**src/rtl/wg_pkg.sv**
```systemverilog
package wg_pkg;

  typedef enum logic [1:0] {
    WG_TRI     = 2'b00,
    WG_SAW_UP  = 2'b01,
    WG_SAW_DN  = 2'b10,
    WG_SQUARE  = 2'b11
  } wg_mode_e;

  localparam logic [3:0] RATE_NOSLEW = 4'hF;
  localparam int unsigned STEP_W = 6;

  // Step increment in LSB for each step-size selector value.
  function automatic logic [STEP_W-1:0] step_lsb(input logic [2:0] sel);
    logic [STEP_W-1:0] r;
    case (sel)
      3'd0: r = 6'd1;
      3'd1: r = 6'd2;
      3'd2: r = 6'd3;
      3'd3: r = 6'd4;
      3'd4: r = 6'd6;
      3'd5: r = 6'd8;
      3'd6: r = 6'd16;
      default: r = 6'd32;
    endcase
    return r;
  endfunction

  // Step interval in tenths of a microsecond; 0 marks the no-slew code.
  function automatic int unsigned interval_tenths(input logic [3:0] sel);
    int unsigned t;
    case (sel)
      4'h0: t = 256;
      4'h1: t = 320;
      4'h2: t = 384;
      4'h3: t = 448;
      4'h4: t = 2048;
      4'h5: t = 2560;
      4'h6: t = 3072;
      4'h7: t = 8192;
      4'h8: t = 16384;
      4'h9: t = 24576;
      4'hA: t = 32768;
      4'hB: t = 49152;
      4'hC: t = 120;
      4'hD: t = 80;
      4'hE: t = 40;
      default: t = 0;
    endcase
    return t;
  endfunction

  // Clock cycles per step at a given clock rate, at least one.
  function automatic int unsigned interval_ticks(input logic [3:0] sel,
                                                 input int unsigned clk_mhz);
    int unsigned c;
    c = (interval_tenths(sel) * clk_mhz) / 10;
    return (c == 0) ? 1 : c;
  endfunction

endpackage

```
**src/rtl/wg_step_decode.sv**
```systemverilog
module wg_step_decode #(
  parameter int unsigned CLK_MHZ = 10,
  parameter int unsigned CNT_W   = 16
) (
  input  logic [2:0]                 step_sel,
  input  logic [3:0]                 rate_sel,
  output logic [wg_pkg::STEP_W-1:0]  step_amt,
  output logic [CNT_W-1:0]           reload,
  output logic                       no_slew
);
  localparam int unsigned NSEL = 16;

  logic [CNT_W-1:0] reload_tab [NSEL];

  for (genvar i = 0; i < NSEL; i++) begin : g_tab
    assign reload_tab[i] = CNT_W'(wg_pkg::interval_ticks(4'(i), CLK_MHZ) - 1);
  end

  always_comb begin
    step_amt = wg_pkg::step_lsb(step_sel);
    reload   = reload_tab[rate_sel];
    no_slew  = (rate_sel == wg_pkg::RATE_NOSLEW);
  end

endmodule

```
**src/rtl/wg_step_timer.sv**
```systemverilog
module wg_step_timer #(
  parameter int unsigned CNT_W = 16
) (
  input  logic             clk,
  input  logic             rst_n,
  input  logic             restart,
  input  logic [CNT_W-1:0] reload,
  output logic             tick
);
  logic [CNT_W-1:0] cnt_q, cnt_d;
  logic             at_zero;

  always_comb begin
    at_zero = (cnt_q == '0);
    tick    = !restart && at_zero;
    if (restart || at_zero) cnt_d = reload;
    else                    cnt_d = cnt_q - 1'b1;
  end

  always_ff @(posedge clk or negedge rst_n) begin
    if (!rst_n) cnt_q <= '0;
    else        cnt_q <= cnt_d;
  end

  // The counter only ever moves down by one between reloads.
  assert_countdown_R3: assert property (@(posedge clk) disable iff (!rst_n)
    (!restart && cnt_q != '0) |=> (cnt_q == $past(cnt_q) - 1'b1));

endmodule

```
**src/rtl/wg_seq.sv**
```systemverilog
module wg_seq #(
  parameter int unsigned CODE_W = 10
) (
  input  logic                      clk,
  input  logic                      rst_n,
  input  logic                      restart,
  input  logic                      tick,
  input  wg_pkg::wg_mode_e          mode,
  input  logic [wg_pkg::STEP_W-1:0] step_amt,
  input  logic                      no_slew,
  input  logic [CODE_W-1:0]         lim_lo,
  input  logic [CODE_W-1:0]         lim_hi,
  output logic [CODE_W-1:0]         code,
  output logic                      upd
);
  import wg_pkg::*;

  localparam int unsigned EXT_W = CODE_W + STEP_W + 1;

  logic [CODE_W-1:0] code_q, code_d;
  logic              up_q, up_d;
  logic              upd_q, upd_d;
  logic [EXT_W-1:0]  code_x, lo_x, hi_x, step_x;
  logic [EXT_W-1:0]  sum_x;
  logic              reach_hi, reach_lo, lim_ok;
  logic [CODE_W-1:0] inc_code, dec_code;

  always_comb begin
    code_x   = EXT_W'(code_q);
    lo_x     = EXT_W'(lim_lo);
    hi_x     = EXT_W'(lim_hi);
    step_x   = EXT_W'(step_amt);
    sum_x    = code_x + step_x;
    lim_ok   = (lim_lo < lim_hi);
    reach_hi = no_slew || (sum_x >= hi_x);
    reach_lo = no_slew || (code_x <= lo_x + step_x);
    inc_code = reach_hi ? lim_hi : CODE_W'(sum_x);
    dec_code = reach_lo ? lim_lo : CODE_W'(code_x - step_x);
  end

  always_comb begin
    code_d = code_q;
    up_d   = up_q;
    if (restart) begin
      code_d = lim_ok ? lim_lo : lim_hi;
      up_d   = 1'b1;
    end else if (tick) begin
      case (mode)
        WG_TRI: begin
          if (up_q) begin
            code_d = inc_code;
            if (reach_hi) up_d = 1'b0;
          end else begin
            code_d = dec_code;
            if (reach_lo) up_d = 1'b1;
          end
        end
        WG_SAW_UP: code_d = (code_q >= lim_hi) ? lim_lo : inc_code;
        WG_SAW_DN: code_d = (code_q <= lim_lo) ? lim_hi : dec_code;
        default:   code_d = (code_q >= lim_hi) ? lim_lo : lim_hi;
      endcase
    end
    upd_d = (code_d != code_q);
  end

  always_ff @(posedge clk or negedge rst_n) begin
    if (!rst_n) begin
      code_q <= '0;
      up_q   <= 1'b1;
      upd_q  <= 1'b0;
    end else begin
      code_q <= code_d;
      up_q   <= up_d;
      upd_q  <= upd_d;
    end
  end

  assign code = code_q;
  assign upd  = upd_q;

  assert_step_in_range_R12: assert property (@(posedge clk) disable iff (!rst_n)
    (tick && lim_ok && code_q >= lim_lo && code_q <= lim_hi)
      |=> (code_q >= $past(lim_lo) && code_q <= $past(lim_hi)));

  assert_restart_start_R2: assert property (@(posedge clk) disable iff (!rst_n)
    restart |=> (code_q == ($past(lim_lo < lim_hi) ? $past(lim_lo) : $past(lim_hi))));

  assert_quiet_strobe_R11: assert property (@(posedge clk) disable iff (!rst_n)
    !upd_q |-> $stable(code_q));

  assert_tri_step_R4: assert property (@(posedge clk) disable iff (!rst_n)
    (tick && mode == WG_TRI && up_q && !no_slew && (sum_x < hi_x))
      |=> (EXT_W'(code_q) == EXT_W'($past(code_q)) + EXT_W'($past(step_amt))));

  assert_square_levels_R8: assert property (@(posedge clk) disable iff (!rst_n)
    (tick && mode == WG_SQUARE)
      |=> (code_q == $past(lim_lo) || code_q == $past(lim_hi)));

endmodule

```
**src/rtl/wavegen_top.sv**
```systemverilog
module wavegen_top #(
  parameter int unsigned CODE_W  = 10,
  parameter int unsigned CLK_MHZ = 10
) (
  input  logic              clk,
  input  logic              rst_n,
  input  logic              en,
  input  logic [CODE_W-1:0] lim_hi,
  input  logic [CODE_W-1:0] lim_lo,
  input  logic [1:0]        wave_mode,
  input  logic [2:0]        step_sel,
  input  logic [3:0]        rate_sel,
  output logic [CODE_W-1:0] code,
  output logic              upd
);
  import wg_pkg::*;

  localparam int unsigned MAX_TICKS = (49152 * CLK_MHZ) / 10;
  localparam int unsigned CNT_W     = (MAX_TICKS > 2) ? $clog2(MAX_TICKS) : 1;
  localparam int unsigned CFG_W     = 2 + 3 + 4;
  localparam logic [CFG_W-1:0] CFG_RST = {2'b00, 3'b000, RATE_NOSLEW};

  logic [CFG_W-1:0]  cfg_now, cfg_q;
  logic              cfg_chg, degen, restart, tick, no_slew;
  logic [STEP_W-1:0] step_amt;
  logic [CNT_W-1:0]  reload;

  always_comb begin
    cfg_now = {wave_mode, step_sel, rate_sel};
    cfg_chg = (cfg_now != cfg_q);
    degen   = (lim_lo >= lim_hi);
    restart = !en || cfg_chg || degen;
  end

  always_ff @(posedge clk or negedge rst_n) begin
    if (!rst_n) cfg_q <= CFG_RST;
    else        cfg_q <= cfg_now;
  end

  wg_step_decode #(.CLK_MHZ(CLK_MHZ), .CNT_W(CNT_W)) u_decode (
    .step_sel (step_sel),
    .rate_sel (rate_sel),
    .step_amt (step_amt),
    .reload   (reload),
    .no_slew  (no_slew)
  );

  wg_step_timer #(.CNT_W(CNT_W)) u_timer (
    .clk     (clk),
    .rst_n   (rst_n),
    .restart (restart),
    .reload  (reload),
    .tick    (tick)
  );

  wg_seq #(.CODE_W(CODE_W)) u_seq (
    .clk      (clk),
    .rst_n    (rst_n),
    .restart  (restart),
    .tick     (tick),
    .mode     (wg_mode_e'(wave_mode)),
    .step_amt (step_amt),
    .no_slew  (no_slew),
    .lim_lo   (lim_lo),
    .lim_hi   (lim_hi),
    .code     (code),
    .upd      (upd)
  );

  assert_degen_hold_R10: assert property (@(posedge clk) disable iff (!rst_n)
    (lim_lo >= lim_hi) |=> (code == $past(lim_hi)));

endmodule

```
**config.mk**
```make
export PLATFORM = sky130hd
export DESIGN_NAME = wavegen_top
export DESIGN_NICKNAME = d
export VERILOG_FILES = /design/src/rtl/wg_pkg.sv /design/src/rtl/wg_step_decode.sv /design/src/rtl/wg_step_timer.sv /design/src/rtl/wg_seq.sv /design/src/rtl/wavegen_top.sv
export SDC_FILE = /design/constraint.sdc
export NUM_CORES = 1
export LEC_CHECK = 0
export CAP_MARGIN = 0
export CORE_UTILIZATION = 30
export CTS_CLUSTER_DIAMETER = 50
export CTS_CLUSTER_SIZE = 16
export DETAILED_ROUTE_END_ITERATION = 10
export SLEW_MARGIN = 20
export SYNTH_ARGS = -nofsm -noshare
export SYNTH_HDL_FRONTEND = slang
export SYNTH_SLANG_ARGS = --single-unit
```
**constraint.sdc**
```tcl
create_clock -name clk -period 5.51 [get_ports clk]
set_clock_uncertainty 0.05 [all_clocks]
set_input_delay 1.3775 -clock clk [delete_from_list [all_inputs] [get_ports clk]]
set_output_delay 1.3775 -clock clk [all_outputs]
set_load 0.01 [all_outputs]
```
==> summary.txt <==
status: complete, but fails checks
violated checks: negative setup slack
M1 GR Usage: 32.75%
grt met3 use: 1.950%
Area Overhead vs Synth: 35.42%
Max Slew Vio Count: 0
CTS H-Tree Depth: 2
Yosys warnings: 0
Max VDD drop: 134.2 uV
Seq pwr share: 20.7%
Synth Flop Type: dfrtp_1
initial antenna violation count: 0
global route overflow: 0
Port Buf Inserts: 42
Clk pin slew, worst setup/hold paths: 0.05 ns
die area: 18830 um2
Critical-path top delay cell: or3b_4
number of synthesized flops with an enable pin: 0
mapped cell area: 5487 um2
largest net degree at the start of global routing: 38
post-DP HPWL: 16830 um
Synth async-reset ratio: 100.0%
Initial DRC Count: 551
Top Usage Layer GRT: met2
DR DRC count: 0
setup ws final: -0.2056 ns
1st-pass router iterations: 6
setup_tns: -0.2056 ns
CTS Root Buffer Type: clkbuf_16
CTS Hold Buffers Added: 0
Yosys top cell by area: ha_1
I/O pin count: 43
chip height: 137.2 um
Setup CP Type: in -> reg
Num CTS Buffers: 5
Filler cells: 1830
Sw Pwr: 679.1 uW
CTS Sinks: 37
Int Pwr: 927.6 uW
Final Setup Violations: 1
Sw Ratio: 42.26%
crit-path cells: buf_6 > or3b_4 > o21a_4 > buf_4 > inv_2 > ha_4 > a21oi_4 > o21ai_2 > o21a_1 > nor2_2 > nor2_1 > xnor2_1 > ha_1 > a21o_1 > a221o_1 > o21a_1 > and3_4 > buf_4 > mux2_2 > nand2_1 > o2111ai_2 > a31oi_2 > and4b_1 > nand4_1
Comb pwr share: 61.7%
CTS tree: yes
fraction of layout cells with a size suffix above 1: 25.55%
vias in the first global route: 5419
DR WL/cell: 19.81 um
hold crit path type: reg -> reg
Slew @ Worst Pin: 0.8448 ns
fmax: 175.0 MHz
required time worst endpoint: 5.60 ns
core area: 17960 um2
synth unique cells: 89
syn_area_per_cell: 8.068 um2
crit path time final: 5.716 ns
Clk network pwr share: 17.6%
met2 Usage GRT: 33.47%
sequential area share after synthesis: 16.99%
Final Wtd Congestion: 1.046
share of the synthesized area in the top cell type: 16.65%
CP Data Arrival Time: 5.80 ns
leakage power: 0.003104 uW
synth top area cells: ha_1, dfrtp_1, xnor2_1
Final Hold Fails: 0
Post-Synthesis Cells: 680
final instance area: 7430 um2
Via density: 5.611
routed vias: 5852
power density cells: 216.3 nW/um2
Rows: 49
RSZ-0062 raised after global routing: yes
Die Width: 137.2 um
CP endpoint kind: register
n_diodes: 0
placed standard-cell area: 6823 um2
fin crit share: 103.7%
Initial Util: 30.54%
crit path launch type: input pin
first-pass GRT wire length: 31380 um
Final ANT Viol Nets: 0
max incr delay on CP: 0.41 ns
total nets after synthesis: 788
worst-skew pair later-pin latency: 0.27 ns
GRT Total Usage: 22.29%
Max Cap Violations: 0
slew margin rel.: 43.68%
Total Routed Length: 20660 um
Bufs on Longest Clock Path: 2
# nets final: 921
synthesis-stage register bit count: 37
Critical Path Fanout Max: 4
[synthesized netlist by cell type, types with 10 or more instances]
library cell   n
o21ai_0       40
ha_1          73
clkbuf_1      11
dfrtp_1       32
a211oi_1      10
o21a_1        16
nor3_1        19
nand3_1       17
nand2_1       50
nand4_1       13
xor2_1        10
nor2_1        53
xnor2_1       30
a21oi_1       48
inv_1         48
[path summary, 6_finish.rpt]
| kind | from | endpoint | slack, ns | cells after the start |
|---|---|---|---|---|
| max | step_sel[1] | u_seq.upd$_DFF_PN0_ | -0.21 | 24 |
| min in group asynchronous | rst_n | u_timer.cnt_q[3]$_DFF_PN0_ | 1.16 | 1 |
| min | u_timer.cnt_q[0]$_DFF_PN0_ | u_timer.cnt_q[0]$_DFF_PN0_ | 0.44 | 1 |
| max reg2reg | u_seq.code[1]$_DFF_PN0_ | u_seq.upd$_DFF_PN0_ | 0.94 | 20 |
| max in group asynchronous | rst_n | u_seq.code[0]$_DFF_PN0_ | 3.71 | 1 |
| min reg2reg | u_timer.cnt_q[0]$_DFF_PN0_ | u_timer.cnt_q[0]$_DFF_PN0_ | 0.44 | 1 |
[cell families (layout without fill, tap and decap cells)]
family / Yosys count / after routing / synth area share [%]
xor+xnor: 44 / 44 / 7.571
mux: 4 / 4 / 0.7754
compound gates: 220 / 220 / 29.24
flops: 37 / 37 / 16.99
fa+ha+maj: 76 / 76 / 17.74
simple gates: 229 / 229 / 22.35
buf+inv: 70 / 204 / 5.336
[worst max-delay path: cells and delay by family]
family / cells / cell delay [ns]
mux: 1 / 0.29
xor+xnor: 1 / 0.18
compound gates: 9 / 1.79
fa+ha+maj: 2 / 0.50
buf+inv: 4 / 0.44
simple gates: 7 / 1.24
[what timing repair did]
| action | 4_1_cts | 5_1_grt |
|---|---|---|
| setup endpoints to repair | 12 | 8 |
| pin swaps | 31 | 25 |
| resized for setup | 59 | 23 |
| buffers inserted | 6 | 6 |
[flip-flops by register name, summed over array words and instances, names as in the netlist]
signal and count:
u_seq.up_q 1, u_seq.upd 1, u_timer.cnt_q 16, u_seq.code 10
cfg_q 9
[routing by layer]
metal,up-vias,routed length (um)
met2,257,8759
met5,-,0
met1,2716,9541
met4,0,763
met3,46,1594
li1,2833,-
[area by class of cell]
class | count | area (um2) | area share, %
multi-input cells | 573 | 4639 | 62.45
repair buffers | 148 | 1242 | 16.72
flip-flops and latches | 37 | 932.1 | 12.55
well taps | 229 | 286.5 | 3.857
inverters | 48 | 182.7 | 2.459
clock buffers | 8 | 146.4 | 1.970
[power groups by stage]
stage	Clock (uW)	Combinational, uW	Sequential (uW)
global route	301	1070	336
CTS	291	922	334
floorplan	0	501	328
detailed placement	0	864	338
global placement	0	865	338
finish	282	992	333
[through the flow]
stage / std cells / hold slack [ns] / total power (uW) / setup slack, ns / util (%)
CTS: 1037 / 0.4332 / 1546 / -0.1671 / 40.27
detailed placement: 1023 / 0.4260 / 1202 / -1.101 / 37.98
finish: 1043 / 0.4351 / 1607 / -0.2056 / 41.36
global route: 1043 / 0.4571 / 1711 / -0.3787 / 41.36
global placement: 1023 / 0.4145 / 1202 / -1.113 / 37.98
floorplan: 680 / 0.3865 / 829.1 / -0.3620 / -
[cells in the final DEF (no fill, tap or decap), types with 5 or more instances in the layout]
cell             netlist  final
or4_1                  6      6
a211o_1                5      5
ha_1                  73     66
or3_1                  7      7
nor2_1                53     50
xnor2_1               30     29
clkbuf_16              0      5
a211oi_1              10      6
nand4_1               13     13
nor4_1                 8      7
o21ai_1                6      8
a21o_1                 9      9
o21a_1                16     14
nand3_1               17     16
clkdlybuf4s50_1        0     38
inv_1                 48     46
and3_1                 9      7
a21oi_1               48     44
ha_4                   0      5
o21ai_0               40     37
xor2_1                10      9
nand2b_1               8      8
buf_4                  2    101
and2_1                 7      7
xnor2_2                4      5
dfrtp_1               32     32
dfstp_2                5      5
nor3_1                19     17
o211ai_1               8      8
buf_6                  2      7
nand2_1               50     49
(Power assumes the default switching activity.)
